===== src/rtl/irq_pkg.sv =====
package irq_pkg;
    typedef enum logic [1:0] {
        ST_IDLE = 2'd0,
        ST_REQ  = 2'd1,
        ST_PUSH = 2'd2
    } irq_state_t;

    localparam int NSRC   = 3;
    localparam int GIE_B  = 7;
    localparam int EN_LO  = 3;
    localparam int FLG_LO = 0;
    localparam int SRC_TMR = 2;
    localparam int SRC_EXT = 1;
    localparam int SRC_PCH = 0;
endpackage


===== src/rtl/irq_edge_sync.sv =====
module irq_edge_sync #(
    parameter int STAGES = 2
) (
    input  logic clk,
    input  logic rst_n,
    input  logic pin,
    input  logic rise_sel,
    output logic evt
);
    logic [STAGES:0] chain;
    logic now_v, old_v;

    always_ff @(posedge clk or negedge rst_n) begin
        if (!rst_n) chain <= '0;
        else        chain <= {chain[STAGES-1:0], pin};
    end

    assign now_v = chain[STAGES-1];
    assign old_v = chain[STAGES];
    assign evt   = rise_sel ? (now_v & ~old_v) : (~now_v & old_v);
endmodule


===== src/rtl/irq_port_watch.sv =====
module irq_port_watch #(
    parameter int W = 4
) (
    input  logic         clk,
    input  logic         rst_n,
    input  logic [W-1:0] pins,
    input  logic         rd_stb,
    output logic         diff
);
    logic [W-1:0] st1, st2, snap;

    always_ff @(posedge clk or negedge rst_n) begin
        if (!rst_n) begin
            st1  <= '0;
            st2  <= '0;
            snap <= '0;
        end else begin
            st1 <= pins;
            st2 <= st1;
            if (rd_stb) snap <= st2;
        end
    end

    assign diff = |(st2 ^ snap);

    assert_snap_follows_R5: assert property (@(posedge clk) disable iff (!rst_n)
        $past(rd_stb) |-> (snap == $past(st2)));
endmodule


===== src/rtl/irq_ctl_regs.sv =====
module irq_ctl_regs
    import irq_pkg::*;
(
    input  logic            clk,
    input  logic            rst_n,
    input  logic            wr,
    input  logic [7:0]      wdata,
    input  logic [NSRC-1:0] hw_set,
    input  logic            take,
    input  logic            reti,
    output logic [7:0]      rdata,
    output logic            gie,
    output logic [NSRC-1:0] en,
    output logic [NSRC-1:0] flg
);
    logic [NSRC-1:0] flg_sw;

    always_comb begin
        flg_sw = wr ? wdata[FLG_LO +: NSRC] : flg;
    end

    always_ff @(posedge clk or negedge rst_n) begin
        if (!rst_n) begin
            gie <= 1'b0;
            en  <= '0;
            flg <= '0;
        end else begin
            if (take)      gie <= 1'b0;
            else if (reti) gie <= 1'b1;
            else if (wr)   gie <= wdata[GIE_B];
            if (wr) en <= wdata[EN_LO +: NSRC];
            flg <= flg_sw | hw_set;
        end
    end

    always_comb begin
        rdata = 8'h00;
        rdata[GIE_B] = gie;
        rdata[EN_LO +: NSRC] = en;
        rdata[FLG_LO +: NSRC] = flg;
    end

    assert_timer_flag_set_R3: assert property (@(posedge clk) disable iff (!rst_n)
        $past(hw_set[SRC_TMR]) |-> flg[SRC_TMR]);

    assert_flags_sticky_R8: assert property (@(posedge clk) disable iff (!rst_n)
        !$past(wr) |-> ((flg & $past(flg)) == $past(flg)));

    assert_reti_sets_R9: assert property (@(posedge clk) disable iff (!rst_n)
        ($past(reti) && !$past(take)) |-> gie);
endmodule


===== src/rtl/irq_seq.sv =====
module irq_seq
    import irq_pkg::*;
(
    input  logic clk,
    input  logic rst_n,
    input  logic pending,
    input  logic ack,
    output logic req,
    output logic push,
    output logic take
);
    irq_state_t st_q, st_d;

    always_ff @(posedge clk or negedge rst_n) begin
        if (!rst_n) st_q <= ST_IDLE;
        else        st_q <= st_d;
    end

    always_comb begin
        st_d = st_q;
        unique case (st_q)
            ST_IDLE: if (pending) st_d = ST_REQ;
            ST_REQ: begin
                if (ack)           st_d = ST_PUSH;
                else if (!pending) st_d = ST_IDLE;
            end
            ST_PUSH: st_d = ST_IDLE;
            default: st_d = ST_IDLE;
        endcase
    end

    always_comb begin
        req  = 1'b0;
        push = 1'b0;
        unique case (st_q)
            ST_IDLE: ;
            ST_REQ:  req  = 1'b1;
            ST_PUSH: push = 1'b1;
            default: ;
        endcase
        take = req & ack;
    end

    assert_push_after_ack_R7: assert property (@(posedge clk) disable iff (!rst_n)
        (req && ack) |=> (push && !req));

    assert_push_single_R7: assert property (@(posedge clk) disable iff (!rst_n)
        push |=> !push);

    assert_withdraw_R11: assert property (@(posedge clk) disable iff (!rst_n)
        (req && !ack && !pending) |=> !req);
endmodule


===== src/rtl/mcu_irq_unit.sv =====
module mcu_irq_unit
    import irq_pkg::*;
#(
    parameter int          VEC_W       = 16,
    parameter logic [15:0] VECTOR      = 16'h0004,
    parameter int          PORT_W      = 4,
    parameter int          SYNC_STAGES = 2
) (
    input  logic              clk,
    input  logic              rst_n,
    input  logic              ext_pin,
    input  logic              ext_rise_sel,
    input  logic              tmr_ovf,
    input  logic [PORT_W-1:0] port_hi,
    input  logic              port_rd,
    input  logic              ctl_wr,
    input  logic [7:0]        ctl_wdata,
    output logic [7:0]        ctl_rdata,
    input  logic              irq_ack,
    input  logic              reti,
    output logic              irq_req,
    output logic              push_ret,
    output logic [VEC_W-1:0]  vec_addr
);
    logic            ext_evt, pch_evt, take, gie, pending;
    logic [NSRC-1:0] hw_set, en, flg;

    irq_edge_sync #(.STAGES(SYNC_STAGES)) u_ext (
        .clk(clk), .rst_n(rst_n), .pin(ext_pin),
        .rise_sel(ext_rise_sel), .evt(ext_evt)
    );

    irq_port_watch #(.W(PORT_W)) u_port (
        .clk(clk), .rst_n(rst_n), .pins(port_hi),
        .rd_stb(port_rd), .diff(pch_evt)
    );

    always_comb begin
        hw_set = '0;
        hw_set[SRC_TMR] = tmr_ovf;
        hw_set[SRC_EXT] = ext_evt;
        hw_set[SRC_PCH] = pch_evt;
    end

    irq_ctl_regs u_regs (
        .clk(clk), .rst_n(rst_n), .wr(ctl_wr), .wdata(ctl_wdata),
        .hw_set(hw_set), .take(take), .reti(reti), .rdata(ctl_rdata),
        .gie(gie), .en(en), .flg(flg)
    );

    assign pending = gie & |(en & flg);

    irq_seq u_seq (
        .clk(clk), .rst_n(rst_n), .pending(pending), .ack(irq_ack),
        .req(irq_req), .push(push_ret), .take(take)
    );

    assign vec_addr = VEC_W'(VECTOR);

    assert_req_needs_gie_R6: assert property (@(posedge clk) disable iff (!rst_n)
        $rose(irq_req) |-> $past(gie));

    assert_gie_off_at_push_R7: assert property (@(posedge clk) disable iff (!rst_n)
        push_ret |-> !ctl_rdata[GIE_B]);

    assert_bit6_zero_R2: assert property (@(posedge clk) disable iff (!rst_n)
        ctl_rdata[6] == 1'b0);
endmodule


===== config.mk =====
export PLATFORM = sky130hd
export DESIGN_NAME = mcu_irq_unit
export DESIGN_NICKNAME = d
export VERILOG_FILES = /design/src/rtl/irq_pkg.sv /design/src/rtl/irq_edge_sync.sv /design/src/rtl/irq_port_watch.sv /design/src/rtl/irq_ctl_regs.sv /design/src/rtl/irq_seq.sv /design/src/rtl/mcu_irq_unit.sv
export SDC_FILE = /design/constraint.sdc
export NUM_CORES = 1
export LEC_CHECK = 0
export ABC_CLOCK_PERIOD_IN_PS = 2520
export BUFFER_PORTS_ARGS = -buffer_cell sky130_fd_sc_hd__clkbuf_2
export CORE_AREA = 10 10 59 61
export DETAILED_ROUTE_END_ITERATION = 7
export DIE_AREA = 0 0 69 71
export PLACE_DENSITY = 0.73
export SLEW_MARGIN = 20
export SYNTH_ARGS = -nofsm -noshare
export SYNTH_HDL_FRONTEND = slang
export SYNTH_SLANG_ARGS = --single-unit

===== constraint.sdc =====
create_clock -name clk -period 2.52 [get_ports clk]
set_input_delay 0.252 -clock clk [delete_from_list [all_inputs] [get_ports clk]]
set_output_delay 0.252 -clock clk [all_outputs]
set_load 0.01 [all_outputs]

Word-level counts from Yosys, hierarchy flattened

Index checks and enable logic that the tools add are counted.
Widths: inputs -> output; s select.

Logic and storage cells: 37
Output and inout port bits: 26
Bits in registers: 24

Bitwise operators: 9
Reduce and logical (&&, ||, !) cells: 5
Multiplexer cells: 11
Eq/ne operators: 4

Operator list:

| kind               | count |
|---|---|
| $mux 1             | 6 |
| $mux 2             | 3 |
| $and 1x1->1        | 4 |
| $pmux 2 s2         | 1 |
| $reduce_or 4->1    | 1 |
| $xor 4x4->4        | 1 |
| $and 3x3->3        | 1 |
| $mux 3             | 1 |
| $ne 3x3->1 const B | 1 |
| $or 3x3->3         | 1 |
| $reduce_bool 3->1  | 1 |
| $reduce_or 3->1    | 1 |
| $eq 2x1->1 const B | 1 |
| $eq 2x2->1 const B | 1 |
| $logic_not 2->1    | 1 |
| $ne 2x1->1 const B | 1 |
| $not 1->1          | 2 |
| $reduce_and 2->1   | 1 |

Longest topological paths before layout

Gate-level depths: netlist of the first run.

Word-level depth: 6
Gate-level depth with buffers: 4
Mapped depth without buffers: 3

Hierarchy

From an unflattened synthesis of the first run, not the netlist that was laid out.

Cells, all modules: 84
Area, all modules: 1082.3 um2

Modules (own cells, without submodules):

| module         | cells an instance | instances | area each (um2) | seq. area each (um2) |
|---|---|---|---|---|
| irq_port_watch | 21                | 1         | 386.6           | 300.3 |
| irq_ctl_regs   | 29                | 1         | 359.1           | 175.2 |
| mcu_irq_unit   | 20                | 1         | 143.9           | 0.0 |
| irq_edge_sync  | 6                 | 1         | 97.6            | 75.1 |
| irq_seq        | 8                 | 1         | 95.1            | 50.0 |

Worst setup path after synthesis of the first run

No wires, ideal clock.

Path type: flip-flop to flip-flop
Start point: register u_regs.en[0]
End point: register u_seq.st_q[0]
Library setup time: 0.139 ns
Cell stages (with the launch flop): 3
Data required time: 2.381 ns
Arrival: 0.855 ns
Buffers on the path: 0
Slack: 1.526 ns
Cell sequence: dfrtp_1 -> a222oi_1 -> a2111oi_2

Word-level cells in the longest chain between the ends: 5

Ends and longest elaborated chain:

| what                                               | line               | RTL |
|---|---|---|
| start, declared                                    | irq_ctl_regs.sv:13 | `output logic [NSRC-1:0] en,` |
| start signal, assigned                             | irq_ctl_regs.sv:31 | `if (wr) en <= wdata[EN_LO +: NSRC];` |
| $and 3x3->3 *                                      | mcu_irq_unit.sv:51 | `assign pending = gie & \|(en & flg);` |
| $reduce_or 3->1 *                                  | mcu_irq_unit.sv:51 |  |
| $and 1x1->1 *                                      | mcu_irq_unit.sv:51 |  |
| $ne 3x3->1 (no line) or $ne 2x1->1 (tied branches) | n/a                |  |
| $reduce_and 2->1 (no line) *                       | n/a                |  |
| end signal, assigned                               | irq_seq.sv:16      | `else st_q <= st_d;` |
| end, declared                                      | irq_seq.sv:12      | `irq_state_t st_q, st_d;` |

Mark *: on every way between the ends. The rest lies on a longest branch, timed or not.
A chain may end at the register's enable or synchronous reset.

Final worst setup path of the first run

Start point: register u_seq.st_q[0]
End point: output irq_req

Word-level cells in the longest chain between the ends: 2

Ends and longest elaborated chain:

| what          | line               | RTL |
|---|---|---|
| $eq 2x1->1    | irq_seq.sv:35      | `unique case (st_q)` |
| $mux 1        | irq_seq.sv:35      |  |
| end, declared | mcu_irq_unit.sv:21 | `output logic irq_req,` |

Every way passes these cells.

==> results of run 1 <==
state kept, by name (all words and copies together) (netlist names):
name         cells
u_port.snap      4
u_port.st1       4
u_port.st2       4
u_ext.chain      3
u_regs.en        3
u_regs.flg       3
u_seq.st_q       2
u_regs.gie       1
area by class of cell:
cell class	count	area (um2)	area share, %
sequential	24	601	53.0
multi-input combinational	46	318	28.1
timing repair buffer	29	150	13.3
tap	30	37.5	3.31
clock buffer	3	22.5	1.99
inverter	1	3.75	0.331
stage by stage:
step                      worst slack (ns)  cell area, um2  hold slack (ns)
after floorplan                       1.53            1070          -0.0436
after global placement                1.52            1100            0.266
after detailed placement              1.50            1100            0.271
after CTS                             1.24            1130           0.0384
after global routing                  1.18            1130           0.0236
final                                 1.27            1130           0.0504
worst min path at each step:
stage | start | end | slack (ns) | depth (start not counted)
2_1_floorplan | rst_n | u_ext.chain[0] | -0.04 | 0
3_3_place_gp | rst_n | u_regs.gie | 0.27 | 1
3_5_place_dp | rst_n | u_seq.st_q[1] | 0.27 | 1
4_1_cts | ext_pin | u_ext.chain[0] | 0.04 | 1
5_1_grt | ext_pin | u_ext.chain[0] | 0.02 | 1
6_report | port_hi[1] | u_port.st1[1] | 0.05 | 1
power groups by stage:
stage	combinational (mW)	sequential, mW	clock, mW
after floorplan	0.0987	0.451	0
after global placement	0.125	0.449	0
after detailed placement	0.127	0.452	0
after CTS	0.129	0.444	0.162
after global routing	0.142	0.448	0.179
final	0.127	0.444	0.151
repair_timing:
action,4_1_cts,5_1_grt
hold buffers,1,0
gates resized for setup,0,0
hold endpoints to repair,24,0
routing by layer:
metal / track usage [%] / routed length [um] / vias to the layer above
met5: 0 / 0 / -
met4: 2.68 / 0 / 0
met3: 5.02 / 269 / 0
met2: 10.1 / 754 / 34
met1: 7.38 / 718 / 267
li1: - / - / 268
worst max-delay path, stage by stage (launching register included):
cell	delay [ns]
dfrtp_1	0.42
nor2b_2	0.17
clkbuf_2	0.12
layout by cell type, fill, tap and decap left out, types with 2 or more instances in the layout:
master,count
xor2_1,3
mux2_2,7
nor2_1,2
nor2b_1,4
clkbuf_2,28
dfrtp_1,24
clkbuf_4,3
conb_1,17
cells by family after synthesis:
kind of cell / Yosys count
AO/OA/AOI/OAI: 6
XOR/XNOR: 4
buffers and inverters: 20
flip-flops: 24
multiplexers: 8
other: 2
AND/OR/NAND/NOR: 11
==> metrics.csv, run 1 <==
metric,value,unit
Total Routing Usage GR,6.84,%
final setup TNS,0,ns
Synth Area in Adders,0,%
largest net degree at the start of global routing,25,
critical path arrival,1.00,ns
main combinational cell family by area after synthesis,buffers and inverters,
Port-buffer cells,28,
internal power,538,uW
die area,4900,um2
remaining antenna violation count,0,
first-pass GRT wire length,2.82,mm
Post-Layout Cell Count,133,
Die Wd,69,um
nature of the critical path endpoint,output port,
post-DP HPWL,1.46,mm
share of the synthesized area in the top cell type,59.3,%
maximum clock path buffer count,2,
Starting DRT DRC Count,31,
WS Path Type,reg -> out,
most frequent cell after synthesis,dfrtp_1,
simple logic cell fraction of the synthesized area,6.30,%
global route overflow,0,
multiplexer area fraction after synthesis,8.78,%
CTS sink cnt,24,
number of max-cap violations,0,
Worst Hold Class,in -> reg,
initial antenna violation count,0,
clk slew on worst S/H paths,0.11,ns
ant diodes,0,
Reg2Reg Depth,2,
worst reg2reg startpoint,u_regs.flg[0],
Clock power frac,20.9,%
nets,126,
CTS tree,done,
Total Routed Length,1.74,mm
GPL Wtd Cong,0.772,
Critical Path End,irq_req,
fin crit share,49.7,%
worst-margin pin slew,0.565,ns
Pins Over Slew Limit,0,
Area contributors post-synth,"dfrtp_1 (59%), buf_4 (13%), mux2_2 (7.8%), xor2_1 (2.6%), nor2b_1 (2.5%)",
share of cells above drive strength 1,41.7,%
Combinational Power Share,17.6,%
"Max FO, Critical Path",3,
placeable core area,2390,um2
Most used DFF post-synth,dfrtp_1,
number of flops mapped to enable cells by yosys,0,
RSZ-0062 raised after global routing,false,
Worst Skew,0.00608,ns
Sw Share,25.5,%
CP Launch Type,flop,
Area Overhead vs Synth,11.9,%
fill count,236,
Post-Synthesis Cell Area,1010,um2
Worst slew margin,62.3,%
Tot Pwr,722,uW
Avg WL per Cell,13.1,um
Leak,0.560,nW
min Tclk post-route,1.25,ns
syn_area_per_cell,13.5,um2
outcome,"complete, no violations",
cell count after placement,129,
Post-CTS Setup Inserts,0,
Initial DRT Pass Iterations,4,
Fmax,0.798,GHz
Seq pwr share,61.5,%
sequential element share of the synthesized area,59.3,%
XOR/XNOR Fraction of Synth Area,3.46,%
Fin. Hold Viols,0,
Initial Util,42.4,%
R2R Setup Slk,1.49,ns
number of global-route vias before repair,618,
worst setup path start,u_seq.st_q[0],
Mapped Cells,75,
vias per inst,4.28,
unique cell type count in the Yosys netlist,22,
# rows,18,
Async SR Flop Fraction,100,%
reg2reg end,u_seq.st_q[0],
H-tree depth,1,
# DRC,0,
Critical Path RT,2.27,ns
Synth top cells by count,"dfrtp_1 (24), buf_4 (18), mux2_2 (7), nor2b_1 (4), xor2_1 (3)",
total number of vias,569,
compound-gate portion of the synthesized area,6.55,%
sw power,184,uW
Yosys reg bits,24,
die height,71,um
Peak VDD IR,299,uV
final setup fails,0,
YS warnings,0,
Root Driver,clkbuf_4,
clk_lat worst skew,0.29,ns
I/O pins,47,
Final Util,47.4,%
Synth area leader,dfrtp_1,
Power Density,637,nW/um2
TritonCTS Buffers,3,
(Power assumes the default switching activity.)
==> run 2: changes to the inputs <==
--- a/config.mk
+++ b/config.mk
@@ -5,12 +5,12 @@
 export SDC_FILE = /design/constraint.sdc
 export NUM_CORES = 1
 export LEC_CHECK = 0
-export ABC_CLOCK_PERIOD_IN_PS = 2520
+export ABC_CLOCK_PERIOD_IN_PS = 1100
 export BUFFER_PORTS_ARGS = -buffer_cell sky130_fd_sc_hd__clkbuf_2
-export CORE_AREA = 10 10 59 61
+export CORE_AREA = 10 10 62 64
 export DETAILED_ROUTE_END_ITERATION = 7
-export DIE_AREA = 0 0 69 71
-export PLACE_DENSITY = 0.73
+export DIE_AREA = 0 0 72 74
+export PLACE_DENSITY = 0.68
 export SLEW_MARGIN = 20
 export SYNTH_ARGS = -nofsm -noshare
 export SYNTH_HDL_FRONTEND = slang
==> constraint.sdc (replaced) <==
create_clock -name clk -period 1.1 [get_ports clk]
set_input_delay 0.11 -clock clk [delete_from_list [all_inputs] [get_ports clk]]
set_output_delay 0.11 -clock clk [all_outputs]
set_load 0.01 [all_outputs]
==> run 2 against run 1 <==
Effect of this change: the flow now finishes with violations (negative setup slack); setup slack lost 1.3 ns; non-clock buffer count increased by 11; sequential share of layout area shrank 5.0 points; largest power group unchanged; sequential power rose by 130%; largest cell class unchanged.
==> metrics.csv, run 2 (synthesis gave the netlist of run 1 again) <==
metric,value,unit
share of cells above drive strength 1,40.9,%
Die Wd,72,um
Fin. Hold Viols,0,
Worst Skew,0.00502,ns
reg2reg end,u_seq.st_q[0],
clk slew on worst S/H paths,0.12,ns
H-tree depth,1,
vias per inst,4.22,
min Tclk post-route,1.12,ns
post-route cell area,1250,um2
Reg2Reg Depth,2,
R2R Setup Slk,0.06,ns
Area Overhead vs Synth,23.5,%
worst-margin pin slew,0.568,ns
CTS tree,done,
failing checks,negative setup slack,
RSZ-0062 raised after global routing,true,
outcome,"finished, violations left",
Initial Util,38.0,%
Total Routed Length,1.90,mm
worst reg2reg startpoint,u_regs.en[0],
fin crit share,101,%
most frequent cells in the layout,"clkbuf_2 (27), dfrtp_1 (24), conb_1 (17)",
I/O pins,47,
ant diodes,0,
global route overflow,0,
Tot Pwr,1.82,mW
# rows,19,
Critical Path End,irq_req,
"Max FO, Critical Path",3,
Power Density,1450,nW/um2
worst setup margin,-0.0161,ns
number of global-route vias before repair,686,
Initial DRT Pass Iterations,4,
TritonCTS Buffers,3,
# DRC,0,
Starting DRT DRC Count,13,
Critical Path RT,0.99,ns
Port-buffer cells,28,
worst setup path start,u_seq.st_q[1],
Root Driver,clkbuf_4,
die area,5330,um2
GPL Wtd Cong,0.638,
Worst Hold Class,in -> reg,
Leak,0.616,nW
nature of the critical path endpoint,output port,
initial antenna violation count,0,
Largest regs,"u_port.snap (4), u_port.st1 (4), u_port.st2 (4)",
first-pass GRT wire length,3.08,mm
WS Path Type,reg -> out,
largest net degree at the start of global routing,25,
critical path arrival,1.01,ns
Avg WL per Cell,13.0,um
"most common cell after layout, fill and taps aside",clkbuf_2,
remaining antenna violation count,0,
number of max-cap violations,0,
post-DP HPWL,1.48,mm
CTS sink cnt,24,
dpl cell area,1100,um2
CP Launch Type,flop,
Fmax,0.896,GHz
die height,74,um
maximum clock path buffer count,2,
nets,137,
final setup fails,2,
Worst slew margin,62.1,%
clk_lat worst skew,0.30,ns
total number of vias,616,
placeable core area,2660,um2
Peak VDD IR,954,uV
Total Routing Usage GR,7.10,%
Pins Over Slew Limit,0,
fill count,255,
run 2: worst min path at each step:
| stage | to | from | slack [ns] | depth (start not counted) |
|---|---|---|---|---|
| 3_3_place_gp | u_port.st1[3] | rst_n | 0.12 | 1 |
| 6_report | u_regs.flg[1] | ext_rise_sel | 0.03 | 3 |
| 5_1_grt | u_regs.en[2] | ctl_wdata[5] | 0.01 | 2 |
| 3_5_place_dp | u_port.st1[3] | rst_n | 0.13 | 1 |
| 2_1_floorplan | u_ext.chain[0] | rst_n | -0.19 | 0 |
| 4_1_cts | u_regs.en[2] | ctl_wdata[5] | 0.02 | 2 |
run 2: per-layer routing:
layer	part of all wire [%]	GRT usage (%)	vias to the layer above
met5	0	0	-
met4	0	2.58	0
met3	16	5.32	0
met2	43	10.5	37
met1	41	7.69	284
li1	-	-	295
run 2: metrics by stage:
step | hold WS [ns] | cells | setup TNS, ns | setup WS [ns] | util [%]
2_1_floorplan | -0.186 | 90 | 0 | 0.106 | -
3_3_place_gp | 0.124 | 130 | 0 | 0.103 | 41.4
3_5_place_dp | 0.130 | 130 | 0 | 0.0735 | 41.4
4_1_cts | 0.0216 | 146 | -0.0501 | -0.0298 | 46.9
5_1_grt | 0.0105 | 146 | -0.181 | -0.0944 | 46.9
6_report | 0.0309 | 146 | -0.0260 | -0.0161 | 46.9
run 2: cell type report:
class	count	area (um2)	share of cell area, %
well taps	31	38.8	3.10
repair buffers	40	253	20.2
flip-flops and latches	24	601	48.0
inverters	1	3.75	0.300
multi-input cells	46	318	25.4
clock buffers	4	36.3	2.90
run 2: power by group:
part	internal [mW]	switching [mW]
Combinational	0.196	0.168
Clock	0.202	0.236
Sequential	0.961	0.0523
Total	1.36	0.456
run 2: critical path, cell delays in order (launching register included):
cell	delay [ns]
dfrtp_1	0.42
nor2b_2	0.14
buf_2	0.15
run 2: repair_timing:
action,CTS,global route
hold endpoints to repair,31,0
buffers inserted,3,0
gates resized for setup,0,1
setup endpoints to repair,2,2
hold buffers,9,0
==> run 3: changes to the inputs <==
--- a/config.mk
+++ b/config.mk
@@ -6,7 +6,7 @@
 export NUM_CORES = 1
 export LEC_CHECK = 0
 export ABC_CLOCK_PERIOD_IN_PS = 1100
-export BUFFER_PORTS_ARGS = -buffer_cell sky130_fd_sc_hd__clkbuf_2
+export BUFFER_PORTS_ARGS = -buffer_cell sky130_fd_sc_hd__buf_2
 export CORE_AREA = 10 10 62 64
 export DETAILED_ROUTE_END_ITERATION = 7
 export DIE_AREA = 0 0 72 74
==> run 3 against run 2 <==
Effect of this change: the flow still finishes with violations (negative setup slack); critical path type unchanged; clock-buffer cell count stayed put; first-iteration DRC count is 7.7% higher; setup slack gained 0.0020 ns; critical path depth did not move; combinational power is 6.0% lower; cell count decreased by 1.4%; global-route usage fell by 0.29 points; maximum frequency grew 0.18%; flip-flop and latch count did not move.
==> metrics.csv, run 3 (synthesis gave the netlist of run 1 again) <==
metric,value,unit
outcome,"finished, violations left",
failing checks,negative setup slack,
Worst Hold Class,in -> reg,
Worst Skew,0.00664,ns
initial antenna violation count,0,
TritonCTS Buffers,3,
GPL Wtd Cong,0.657,
CP Launch Type,flop,
remaining antenna violation count,0,
min Tclk post-route,1.11,ns
die area,5330,um2
# DRC,0,
Critical Path RT,0.99,ns
Crit path max-delay family,flip-flops,
Critical Path End,irq_req,
Total Routing Usage GR,6.80,%
first-pass GRT wire length,2.99,mm
ant diodes,0,
Post-Layout Cell Count,144,
Hold Path Depth,2,
fill count,245,
share of cells above drive strength 1,40.7,%
total number of vias,623,
Fmax,0.898,GHz
maximum clock path buffer count,2,
internal power,1.34,mW
most frequent cells in the layout,"buf_2 (28), dfrtp_1 (24), conb_1 (17)",
crit-path max cell delay,0.41,ns
final setup TNS,-0.0164,ns
Port-buffer cells,28,
WS Path Type,reg -> out,
Root Driver,clkbuf_4,
H-tree depth,1,
number of global-route vias before repair,684,
Combinational Power Share,19.1,%
Peak VDD IR,1020,uV
largest net degree at the start of global routing,25,
worst setup path start,u_seq.st_q[0],
Fin. Hold Viols,0,
fin crit share,101,%
Pins Over Slew Limit,0,
CTS tree,done,
vias per inst,4.33,
Total Routed Length,1.88,mm
"most common cell after layout, fill and taps aside",buf_2,
reg2reg end,u_seq.st_q[0],
worst reg2reg startpoint,u_regs.flg[0],
nets,135,
clk_lat worst skew,0.30,ns
Avg WL per Cell,13.0,um
die height,74,um
Leak,0.600,nW
Levels on crit path,2,
critical path arrival,1.00,ns
"Max FO, Critical Path",3,
cells along the critical path,nor2b_2 -> buf_2,
Area Overhead vs Synth,21.8,%
I/O pins,47,
Clock power frac,24.3,%
Power Density,1450,nW/um2
R2R Setup Slk,0.07,ns
slowest CP cell,dfrtp_1,
Hold WS,0.0103,ns
Seq pwr share,56.6,%
Reg2Reg Depth,2,
nature of the critical path endpoint,output port,
Starting DRT DRC Count,14,
CTS sink cnt,24,
placeable core area,2660,um2
Largest regs,"u_port.snap (4), u_port.st1 (4), u_port.st2 (4)",
# rows,19,
WP buf/inv,1,
RSZ-0062 raised after global routing,true,
Post-Place Setup Slack,0.0741,ns
global route overflow,0,
Initial Util,38.0,%
Die Wd,72,um
final setup fails,2,
Initial DRT Pass Iterations,5,
Sw Share,25.0,%
worst setup margin,-0.0141,ns
cell count after placement,130,
clk slew on worst S/H paths,0.12,ns
number of max-cap violations,0,
sw power,448,uW
Tot Pwr,1.79,mW
==> run 3: worst min path at each step <==
stage                      start              to  slack [ns]
floorplan                  rst_n  u_ext.chain[0]       -0.19
global placement           rst_n   u_port.st1[3]        0.10
detailed placement         rst_n  u_ext.chain[2]        0.11
CTS                 ctl_wdata[2]   u_regs.flg[2]       0.001
global route        ctl_wdata[2]   u_regs.flg[2]       0.006
finish              ctl_wdata[2]   u_regs.flg[2]        0.01
==> run 3: power by group through the flow <==
stage	registers (mW)	clock network, mW	logic (mW)
final	1.01	0.436	0.342
after global routing	1.03	0.486	0.380
after floorplan	1.03	0	0.226
after CTS	1.01	0.452	0.346
after global placement	1.03	0	0.287
after detailed placement	1.04	0	0.293
==> run 3: per-stage QoR <==
step	area [um2]	utilization, %
after floorplan	1070	-
after global placement	1100	41.4
after detailed placement	1100	41.4
after CTS	1230	46.3
after global routing	1230	46.3
final	1230	46.3
==> run 3: final cells by class <==
class | count | area (um2) | area share (%)
flip-flops and latches | 24 | 601 | 48.7
well taps | 31 | 38.8 | 3.15
multi-input cells | 46 | 318 | 25.8
repair buffers | 38 | 235 | 19.1
clock buffers | 4 | 36.3 | 2.94
inverters | 1 | 3.75 | 0.305
==> run 3: metal layers <==
metal | wire [um] | track usage [%] | up-vias
li1 | - | - | 290
met1 | 742 | 7.56 | 294
met2 | 823 | 10.6 | 39
met3 | 311 | 4.79 | 0
met4 | 0 | 1.29 | 0
met5 | 0 | 0 | -
==> run 3: repair_timing <==
action / in CTS / in global routing
setup buffers: 2 / 0
endpoints found under the hold margin: 31 / 0
setup endpoints to repair: 2 / 3
pin swaps: 0 / 2
resized for setup: 0 / 0
gates cloned: 0 / 0
hold buffers: 8 / 0
